<file path="src/rtl/flag_alu_pkg.sv">
package flag_alu_pkg;

  typedef enum logic [2:0] {
    OP_ADD = 3'd0,
    OP_OR  = 3'd1,
    OP_ADC = 3'd2,
    OP_SBB = 3'd3,
    OP_AND = 3'd4,
    OP_SUB = 3'd5,
    OP_XOR = 3'd6,
    OP_CMP = 3'd7
  } alu_op_e;

  localparam int FLAG_N = 6;
  localparam int F_CF = 0;
  localparam int F_PF = 1;
  localparam int F_AF = 2;
  localparam int F_ZF = 3;
  localparam int F_SF = 4;
  localparam int F_OF = 5;

  // Bit count selected by the size code, clamped to the datapath width.
  function automatic int size_bits(input logic [1:0] sel, input int data_w);
    int w;
    case (sel)
      2'd0:    w = 8;
      2'd1:    w = 16;
      default: w = 32;
    endcase
    return (w > data_w) ? data_w : w;
  endfunction

  // Set when the byte has an even count of ones.
  function automatic logic even_ones(input logic [7:0] v);
    return ~^v;
  endfunction

endpackage

</file>
<file path="src/rtl/fa_arith.sv">
module fa_arith #(
  parameter int DATA_W = 32,
  localparam int IDX_W = $clog2(DATA_W + 1)
) (
  input  logic [DATA_W-1:0] a_m,
  input  logic [DATA_W-1:0] b_m,
  input  logic              cin,
  input  logic              sub,
  input  logic [IDX_W-1:0]  width,
  output logic [DATA_W-1:0] sum,
  output logic              cout,
  output logic              aux
);
  logic [DATA_W:0] ext;
  logic [DATA_W:0] ext_sh;
  logic [DATA_W:0] cin_ext;
  logic [DATA_W-1:0] nib;

  always_comb begin
    cin_ext = {{DATA_W{1'b0}}, cin};
    if (sub) ext = {1'b0, a_m} - {1'b0, b_m} - cin_ext;
    else     ext = {1'b0, a_m} + {1'b0, b_m} + cin_ext;
    sum    = ext[DATA_W-1:0];
    ext_sh = ext >> width;
    cout   = ext_sh[0];
    nib    = a_m ^ b_m ^ ext[DATA_W-1:0];
    aux    = nib[4];
  end
endmodule

</file>
<file path="src/rtl/fa_logic.sv">
module fa_logic #(
  parameter int DATA_W = 32
) (
  input  logic [DATA_W-1:0] a_m,
  input  logic [DATA_W-1:0] b_m,
  input  logic [2:0]        op,
  output logic [DATA_W-1:0] res
);
  import flag_alu_pkg::*;

  always_comb begin
    case (alu_op_e'(op))
      OP_OR:   res = a_m | b_m;
      OP_AND:  res = a_m & b_m;
      default: res = a_m ^ b_m;
    endcase
  end
endmodule

</file>
<file path="src/rtl/fa_flags.sv">
module fa_flags #(
  parameter int DATA_W = 32,
  localparam int IDX_W = $clog2(DATA_W + 1)
) (
  input  logic [DATA_W-1:0] res_m,
  input  logic [DATA_W-1:0] a_m,
  input  logic [DATA_W-1:0] b_m,
  input  logic [IDX_W-1:0]  msb,
  input  logic              sub,
  input  logic              logic_op,
  input  logic              cout,
  input  logic              aux,
  input  logic              keep_cf,
  input  logic              carry_in,
  output logic [flag_alu_pkg::FLAG_N-1:0] flags
);
  import flag_alu_pkg::*;

  logic [DATA_W-1:0] r_sh, a_sh, b_sh;
  logic r_s, a_s, b_s, ovf;

  always_comb begin
    r_sh = res_m >> msb;
    a_sh = a_m >> msb;
    b_sh = b_m >> msb;
    r_s  = r_sh[0];
    a_s  = a_sh[0];
    b_s  = b_sh[0];
    if (sub) ovf = (a_s != b_s) && (r_s != a_s);
    else     ovf = (a_s == b_s) && (r_s != a_s);

    flags       = '0;
    flags[F_SF] = r_s;
    flags[F_ZF] = (res_m == '0);
    flags[F_PF] = even_ones(res_m[7:0]);
    flags[F_OF] = logic_op ? 1'b0 : ovf;
    flags[F_AF] = logic_op ? 1'b0 : aux;
    flags[F_CF] = logic_op ? 1'b0 : (keep_cf ? carry_in : cout);
  end
endmodule

</file>
<file path="src/rtl/flag_alu.sv">
module flag_alu #(
  parameter int DATA_W = 32
) (
  input  logic              clk,
  input  logic              rst_n,
  input  logic              in_valid,
  input  logic [2:0]        op_code,
  input  logic [1:0]        size_sel,
  input  logic              incdec_en,
  input  logic              incdec_down,
  input  logic [DATA_W-1:0] opnd_a,
  input  logic [DATA_W-1:0] opnd_b,
  input  logic              carry_in,
  output logic [DATA_W-1:0] res_q,
  output logic              res_we,
  output logic [5:0]        flags_q,
  output logic              done
);
  import flag_alu_pkg::*;

  localparam int IDX_W = $clog2(DATA_W + 1);

  alu_op_e           op;
  logic [IDX_W-1:0]  width_w, msb_w;
  logic [DATA_W-1:0] mask_w, a_m, b_m, b_eff;
  logic [DATA_W:0]   mask_ext;
  logic              is_logic_w, is_sub_w, cin_used_w, wr_en_w;
  logic [DATA_W-1:0] sum_w, logic_w, res_w;
  logic              cout_w, aux_w;
  logic [FLAG_N-1:0] new_flags_w;

  always_comb begin
    op         = alu_op_e'(op_code);
    width_w    = IDX_W'(size_bits(size_sel, DATA_W));
    msb_w      = width_w - 1'b1;
    mask_ext   = ({{DATA_W{1'b0}}, 1'b1} << width_w) - 1'b1;
    mask_w     = mask_ext[DATA_W-1:0];
    b_eff      = incdec_en ? {{(DATA_W-1){1'b0}}, 1'b1} : opnd_b;
    a_m        = opnd_a & mask_w;
    b_m        = b_eff & mask_w;
    is_logic_w = !incdec_en && (op == OP_OR || op == OP_AND || op == OP_XOR);
    is_sub_w   = incdec_en ? incdec_down
                           : (op == OP_SBB || op == OP_SUB || op == OP_CMP);
    cin_used_w = !incdec_en && (op == OP_ADC || op == OP_SBB) && carry_in;
    wr_en_w    = incdec_en || (op != OP_CMP);
  end

  fa_arith #(.DATA_W(DATA_W)) u_arith (
    .a_m   (a_m),
    .b_m   (b_m),
    .cin   (cin_used_w),
    .sub   (is_sub_w),
    .width (width_w),
    .sum   (sum_w),
    .cout  (cout_w),
    .aux   (aux_w)
  );

  fa_logic #(.DATA_W(DATA_W)) u_logic (
    .a_m (a_m),
    .b_m (b_m),
    .op  (op_code),
    .res (logic_w)
  );

  assign res_w = (is_logic_w ? logic_w : sum_w) & mask_w;

  fa_flags #(.DATA_W(DATA_W)) u_flags (
    .res_m    (res_w),
    .a_m      (a_m),
    .b_m      (b_m),
    .msb      (msb_w),
    .sub      (is_sub_w),
    .logic_op (is_logic_w),
    .cout     (cout_w),
    .aux      (aux_w),
    .keep_cf  (incdec_en),
    .carry_in (carry_in),
    .flags    (new_flags_w)
  );

  always_ff @(posedge clk) begin
    if (!rst_n) begin
      res_q   <= '0;
      flags_q <= '0;
      res_we  <= 1'b0;
      done    <= 1'b0;
    end else begin
      done   <= in_valid;
      res_we <= in_valid && wr_en_w;
      if (in_valid) flags_q <= new_flags_w;
      if (in_valid && wr_en_w) res_q <= res_w;
    end
  end
endmodule

</file>
<file path="config.mk">
export PLATFORM = sky130hd
export DESIGN_NAME = flag_alu
export DESIGN_NICKNAME = d
export VERILOG_FILES = /design/src/rtl/flag_alu_pkg.sv /design/src/rtl/fa_arith.sv /design/src/rtl/fa_logic.sv /design/src/rtl/fa_flags.sv /design/src/rtl/flag_alu.sv
export SDC_FILE = /design/constraint.sdc
export NUM_CORES = 1
export LEC_CHECK = 0
export BUFFER_PORTS_ARGS = -buffer_cell sky130_fd_sc_hd__buf_2
export CORE_MARGIN = 5
export CORE_UTILIZATION = 40
export DETAILED_ROUTE_END_ITERATION = 10
export PLACE_DENSITY = 0.6
export REMOVE_ABC_BUFFERS = 1
export SYNTH_ARGS = -nofsm -noshare
export SYNTH_HDL_FRONTEND = slang
export SYNTH_SLANG_ARGS = --single-unit
</file>
<file path="constraint.sdc">
create_clock -name clk -period 5.4 [get_ports clk]
set_clock_uncertainty 0.15 [all_clocks]
set_input_delay 0.54 -clock clk [delete_from_list [all_inputs] [get_ports clk]]
set_output_delay 0.54 -clock clk [all_outputs]
set_load 0.005 [all_outputs]
</file>
======== Word level (Yosys, flattened, before mapping) ========
Index checks and enable logic that the tools add are counted.
word-level totals
  output and inout port bits .............. 40
  input bits .............................. 75
  register bits ........................... 40
  logic and storage cells ................. 63
operators by class
  bitwise operators ....................... 7
  reductions and logical operators ........ 16
  equal/unequal tests ..................... 12
  add/sub/neg operators ................... 6
  order comparisons ....................... 1
  multiplexer cells ....................... 12
  shift-type cells ........................ 5
operator list
  cell                                                  number
  bitwise AND 32 bit                                    4
  >> shifter 32 x 6 -> 1 bit                            3
  2-to-1 mux 32 bit                                     2
  one-hot mux 32 bit (2 select lines)                   1
  adder 32 x 32 -> 33 bit                               1
  adder 33 x 1 -> 33 bit                                1
  2-to-1 mux 33 bit                                     1
  >> shifter 33 x 6 -> 1 bit                            1
  subtractor 32 x 32 -> 33 bit                          1
  subtractor 33 x 1 -> 33 bit                           1
  > comparator 32 x 7 -> 1 bit (second input constant)  1
  logical NOT 32 bit                                    1
  bitwise OR 32 bit                                     1
  left shift 1 x 6 -> 32 bit (first input constant)     1
  subtractor 32 x 1 -> 32 bit (second input constant)   1
  XOR 32 bit                                            1
  equality test 3 bit (second input constant)           4
  one-hot mux 6 bit (2 select lines)                    1
  XNOR reduction 8 bit                                  1
  equality test 3 x 2 -> 1 bit (second input constant)  2
  logical AND 1 bit                                     6
  logical OR 1 bit                                      6
  2-to-1 mux 1 bit                                      6
  2-to-1 mux 6 bit                                      1
  other kinds (9)                                       10

======== Longest topological paths before layout ========
  depth after elaboration ................. 17
  depth in mapped cells ................... 23
  mapped depth without buffers ............ 22

======== Modules after synthesis ========
A second synthesis with hierarchy kept.
second synthesis, totals
  cell total of the unflattened synthesis .. 1523
  area, all modules ....................... 11532.3 um^2
by module, submodules not included
  module    cells an instance  area an instance (um^2)  instances  sequential area each (um^2)
  fa_arith  756                5270.1                   1          0.0
  flag_alu  338                2824.0                   1          800.8
  fa_logic  316                2289.7                   1          0.0
  fa_flags  113                1148.6                   1          0.0

======== Least setup slack after synthesis ========
OpenSTA, ideal clock, no wires.
  path kind ............................... input port to flip-flop
  from .................................... input size_sel[0]
  to ...................................... register flags_q[3]
  library setup time ...................... 84 ps
  cell stages on the path ................. 21
  data arrival time ....................... 4991 ps
  path slack .............................. 175 ps
  required time ........................... 5166 ps
  buffers on the path ..................... 4
  cells stage by stage .................... nor2_1 -> inv_1 -> clkbuf_1 -> ha_1 -> buf_1 -> clkbuf_1 -> nor2b_1 -> ha_1 -> ha_1 -> buf_4 -> and3_1 -> and4_1 -> a221o_1 -> a211oi_2 -> o21ai_1 -> nand2b_1 -> nand2_1 -> mux2i_1 -> o221a_2 -> or4_1 -> o31ai_2
on the way
  cells in the longest elaborated chain, start to end .. 13
  elaborated cells on any way between the ends .. 21
  those cells by class .................... 5 x add/sub; 1 x order compare; 1 x eq/ne; 1 x shift; 5 x mux; 6 x bitwise; 2 x reduce/logical
ends and longest elaborated chain
  what                                                                     line                            RTL
  start, declared                                                          flag_alu.sv:8                   input logic [1:0] size_sel,
  equality test 2 x 1 -> 1 bit or logical NOT 2 bit (tied branches)        flag_alu_pkg.sv:25              case (sel)
  one-hot mux 6 bit (2 select lines) *                                     flag_alu_pkg.sv:25
  > comparator 32 x 7 -> 1 bit                                             flag_alu_pkg.sv:30              return (w > data_w) ? data_w : w;
  2-to-1 mux 6 bit *                                                       flag_alu_pkg.sv:30
  left shift 1 x 6 -> 32 bit *                                             flag_alu.sv:36                  mask_ext = ({{DATA_W{1'b0}}, 1'b1} << width_w) - 1'b1;
  subtractor 32 x 1 -> 32 bit *                                            flag_alu.sv:36
  bitwise AND 32 bit (on tied branches)                                    flag_alu.sv:39, flag_alu.sv:40
  adder 32 x 32 -> 33 bit or subtractor 32 x 32 -> 33 bit (tied branches)  fa_arith.sv:22, fa_arith.sv:21
  adder 33 x 1 -> 33 bit or subtractor 33 x 1 -> 33 bit (tied branches)    fa_arith.sv:22, fa_arith.sv:21
  2-to-1 mux 33 bit                                                        fa_arith.sv:21                  if (sub) ext = {1'b0, a_m} - {1'b0, b_m} - cin_ext;
  2-to-1 mux 32 bit                                                        flag_alu.sv:66                  assign res_w = (is_logic_w ? logic_w : sum_w) & mask_w;
  bitwise AND 32 bit *                                                     flag_alu.sv:66
  logical NOT 32 bit *                                                     fa_flags.sv:34                  flags[F_ZF] = (res_m == '0);
  end signal, assigned                                                     flag_alu.sv:91                  if (in_valid) flags_q <= new_flags_w;
  end, declared                                                            flag_alu.sv:16                  output logic [5:0] flags_q,
Every way passes the cells marked *; elsewhere a longest branch is shown, timed or not.
A chain may end at the register's enable or synchronous reset.

======== Final worst setup path ========
  from .................................... input size_sel[1]
  to ...................................... register flags_q[5]
on the way
  cells in the longest elaborated chain, start to end .. 17
  elaborated cells on any way between the ends .. 31
  those cells by class .................... 6 x add/sub; 1 x order compare; 4 x eq/ne; 4 x shift; 7 x mux; 6 x bitwise; 3 x reduce/logical
ends and longest elaborated chain
  what                                                                     line                            RTL
  equality test 2 x 1 -> 1 bit or logical NOT 2 bit (tied branches)        flag_alu_pkg.sv:25
  one-hot mux 6 bit (2 select lines) *                                     flag_alu_pkg.sv:25
  > comparator 32 x 7 -> 1 bit                                             flag_alu_pkg.sv:30
  2-to-1 mux 6 bit *                                                       flag_alu_pkg.sv:30
  left shift 1 x 6 -> 32 bit                                               flag_alu.sv:36
  subtractor 32 x 1 -> 32 bit                                              flag_alu.sv:36
  bitwise AND 32 bit (on tied branches)                                    flag_alu.sv:39, flag_alu.sv:40
  adder 32 x 32 -> 33 bit or subtractor 32 x 32 -> 33 bit (tied branches)  fa_arith.sv:22, fa_arith.sv:21
  adder 33 x 1 -> 33 bit or subtractor 33 x 1 -> 33 bit (tied branches)    fa_arith.sv:22, fa_arith.sv:21
  2-to-1 mux 33 bit                                                        fa_arith.sv:21
  2-to-1 mux 32 bit                                                        flag_alu.sv:66
  bitwise AND 32 bit                                                       flag_alu.sv:66
  >> shifter 32 x 6 -> 1 bit                                               fa_flags.sv:23                  r_sh = res_m >> msb;
  != test 1 bit                                                            fa_flags.sv:29, fa_flags.sv:30
  logical AND 1 bit (on tied branches)                                     fa_flags.sv:30, fa_flags.sv:29
  2-to-1 mux 1 bit *                                                       fa_flags.sv:29                  if (sub) ovf = (a_s != b_s) && (r_s != a_s);
  2-to-1 mux 1 bit *                                                       fa_flags.sv:36                  flags[F_OF] = logic_op ? 1'b0 : ovf;
Marked as above.

==> qor.log <==
INFO  final_layout   most_used_cells_in_the_layout_excluding_fill_and_tap_cells=sky130_fd_sc_hd__nand2_1, sky130_fd_sc_hd__ha_1, sky130_fd_sc_hd__buf_2
INFO  sta            fin_crit=5.00ns
INFO  die            design.die.area=22,900um2
INFO  setup_path     timing.critical_path.required=5.43ns
INFO  global_routing maximum_number_of_pins_on_one_net_before_global_route_repair=39
INFO  synthesis      ys_warn_count=0
INFO  global_routing most_congested_layer_reported_by_global_routing=met2
INFO  setup_path     worstSetupPathType=in2reg
INFO  setup_path     critical_path.reg2reg.startpoint=res_q[22]
INFO  power_and_ir_drop total_power=1.84mW
INFO  sta            timing_worst_slew_pin_value=1.06ns
INFO  synthesis      synthesized_instance_count=1,125
INFO  synthesis      synth-edff-count=0
INFO  route          via_count=8,318
INFO  cts            cts.clk_slew.worst_paths=0.06ns
INFO  final_layout   layout_commonest_cell=sky130_fd_sc_hd__nand2_1
INFO  global_routing grt_pass1_vias=7,864
INFO  sta            finalSetupViolations=0
INFO  die            boundaryPins=115
INFO  final_layout   design.final.nets=1,420
INFO  placement      hpwl=21.6mm
INFO  final_layout   num_antenna_cells=0
INFO  final_layout   final_core_util=45.9%
INFO  die            fp-row-count=51
INFO  cts            root_buffer=sky130_fd_sc_hd__clkbuf_16
INFO  setup_path     worstPathArrival=5.03ns
INFO  cts            clock_tree_from_tritoncts=built
INFO  global_routing globalRoute.totalOverflow=0
INFO  setup_path     crit_path_end_kind=register
INFO  die            die_y=151um
INFO  setup_path     crit_start=size_sel[1]
INFO  global_routing global_route.usage.met2=37.7%
INFO  route          drt-wirelength-per-cell=18.3um
INFO  synthesis      yosys_register_bits=40
INFO  setup_path     critPathMaxFanout=21
INFO  placement      port-buffer-count=114
INFO  final_layout   final_layout_size_suffix_gt1_share=16.5%
INFO  placement      globalplace.congestion=0.957
INFO  cts            clockBufferDepth=2
INFO  synthesis      async_reset_ff_share=0%
INFO  setup_path     worst_setup_path_start_kind=input port
INFO  global_routing number_of_antenna_violations_at_the_first_check_in_global_routing=1
INFO  global_routing grt.met3_usage=2.86%
INFO  global_routing grt_util_all_layers=23.1%
INFO  sta            min_period_over_period=92.7%
INFO  min_path       hold_start=res_q[31]
INFO  cts            cts_resized=0
INFO  power_and_ir_drop power_density=205nW/um2
INFO  die            start_util=40.9%
INFO  status         status=finished clean
INFO  route          remaining_drc_errors=0
INFO  sta            final.setup.worst_slack=0.397ns
INFO  route          drtPass1Iterations=7
INFO  final_layout   areaGrowthSynthToFinish=12.3%
INFO  synthesis      most_frequently_used_flop_master_after_synthesis=sky130_fd_sc_hd__dfxtp_1
INFO  sta            final_max_slew_viol_count=0
INFO  sta            final.setup.tns=0ns
INFO  route          detail-route-antenna-nets=0
INFO  cts            numCtsBuffers=5
INFO  sta            final_hold_viol_count=0
INFO  synthesis      postSynthAreaPerCell=7.11um2
INFO  cts            ctsHtreeMaxLevel=2
INFO  power_and_ir_drop leakage=4.34nW
INFO  route          wirelength=27.0mm
INFO  sta            relSlewSlack=28.8%
INFO  die            core=19,600um2
INFO  synthesis      seq_area_frac_synth=10.0%
INFO  cts            clk_latency=0.28ns
INFO  placement      pre_cts_ws=0.175ns
INFO  global_routing grt_util_met1=32.2%
INFO  sta            rsz0062_at_grt=false
INFO  cts            cts-hold-fix-buffers=0
INFO  sta            hold_ws=0.302ns
INFO  sta            fmaxAchievable=0.200GHz
INFO  synthesis      netlist_area_before_placement=8000um2
INFO  global_routing grt_pass1_wl=42.1mm
INFO  cts            postCtsSetupBuffers=0
INFO  power_and_ir_drop vdd_ir_max=0.128mV
INFO  route          detailedRoute.firstIterationViolations=625
INFO  flow_run       max_cap_violations=0
INFO  synthesis      yosys.cell_types.count=90
INFO  cts            numClockSinks=40
INFO  die            chipWidth=151um
INFO  min_path       min_path_type=reg2reg
INFO  route          post_drt_via_cell_ratio=5.63
-- cells by family after synthesis --
logic type      Yosys count  share of synthesized area (%)
xor+xnor                 53                           5.80
simple gates            376                           22.7
compound gates          326                           28.4
flops                    40                           10.0
fa+ha+maj               134                           21.3
buf+inv                 183                           9.80
mux                      13                           2.00
-- per-stage QoR --
stage          instance area [um2]  std cells
2_1_floorplan                 7640       1053
3_5_place_dp                  8820       1469
5_1_grt                       8980       1477
6_report                      8980       1477
3_3_place_gp                  8820       1469
4_1_cts                       8980       1477
-- per-layer routing --
layer	share of wire, %	up-vias
met5	0.030	-
met4	2.4	2
met3	6.9	46
met2	45	323
met1	46	3845
li1	-	4102
-- registers in the layout, indices dropped and copies added, names as in the netlist --
| register | cells |
|---|---|
| done | 1 |
| flags_q | 6 |
| res_q | 32 |
| res_we | 1 |
-- final timing paths --
kind / slack (ns) / to / cells after the start
worst max-delay path: 0.40 / flags_q[5] / 19
worst min-delay path: 0.30 / res_q[31] / 2
worst max register to register: 4.41 / res_q[22] / 3
worst min register to register: 0.30 / res_q[31] / 2
-- Yosys cell counts (all sizes together) (8+ instances only) --
library cell	count	area, um2
a31oi	14	103
nor2b	20	125
a221oi	19	166
nor2	68	263
nand3	27	135
a221o	10	100
a211oi	14	120
nand2	143	537
o211ai	8	70.1
nor3	22	110
dfxtp	40	801
and3	10	68.8
a21oi	77	393
o21ai	71	363
a21o	20	151
ha	130	1630
a21boi	19	143
clkbuf	48	201
nand2b	19	121
xor2	27	236
o221ai	11	103
buf	24	166
xnor2	26	228
and2	33	206
o31ai	10	85.1
inv	111	417
-- where the power goes --
| part | internal [mW] | switching (mW) | total (mW) |
|---|---|---|---|
| logic | 0.471 | 0.683 | 1.15 |
| registers | 0.325 | 0.0142 | 0.339 |
| clock network | 0.218 | 0.133 | 0.351 |
| total | 1.01 | 0.831 | 1.84 |
-- final cells by class --
class / count / area [um2]
Fill cell: 2093 / 10600
Multi-Input combinational cell: 902 / 6420
Timing Repair Buffer: 151 / 848
Sequential cell: 40 / 801
Inverter: 111 / 417
Tap cell: 265 / 332
Clock buffer: 6 / 129
Clock inverter: 2 / 35.0
-- worst max-delay path: stages --
cell and delay, ns:
sky130_fd_sc_hd__buf_2 0.14, sky130_fd_sc_hd__nor2_1 0.12, sky130_fd_sc_hd__inv_1 0.07, sky130_fd_sc_hd__ha_1 0.29
sky130_fd_sc_hd__buf_4 0.27, sky130_fd_sc_hd__nor2b_1 0.11, sky130_fd_sc_hd__ha_1 0.41, sky130_fd_sc_hd__ha_1 0.35
sky130_fd_sc_hd__and3_1 0.24, sky130_fd_sc_hd__and4_1 0.26, sky130_fd_sc_hd__a221o_1 0.35, sky130_fd_sc_hd__a211oi_2 0.41
sky130_fd_sc_hd__o211ai_1 0.20, sky130_fd_sc_hd__nand3_1 0.11, sky130_fd_sc_hd__o21ai_0 0.12, sky130_fd_sc_hd__or4b_1 0.50
sky130_fd_sc_hd__o21ai_2 0.19, sky130_fd_sc_hd__mux2i_1 0.27, sky130_fd_sc_hd__o21ai_1 0.08
Power figures use the tool's default switching activity.
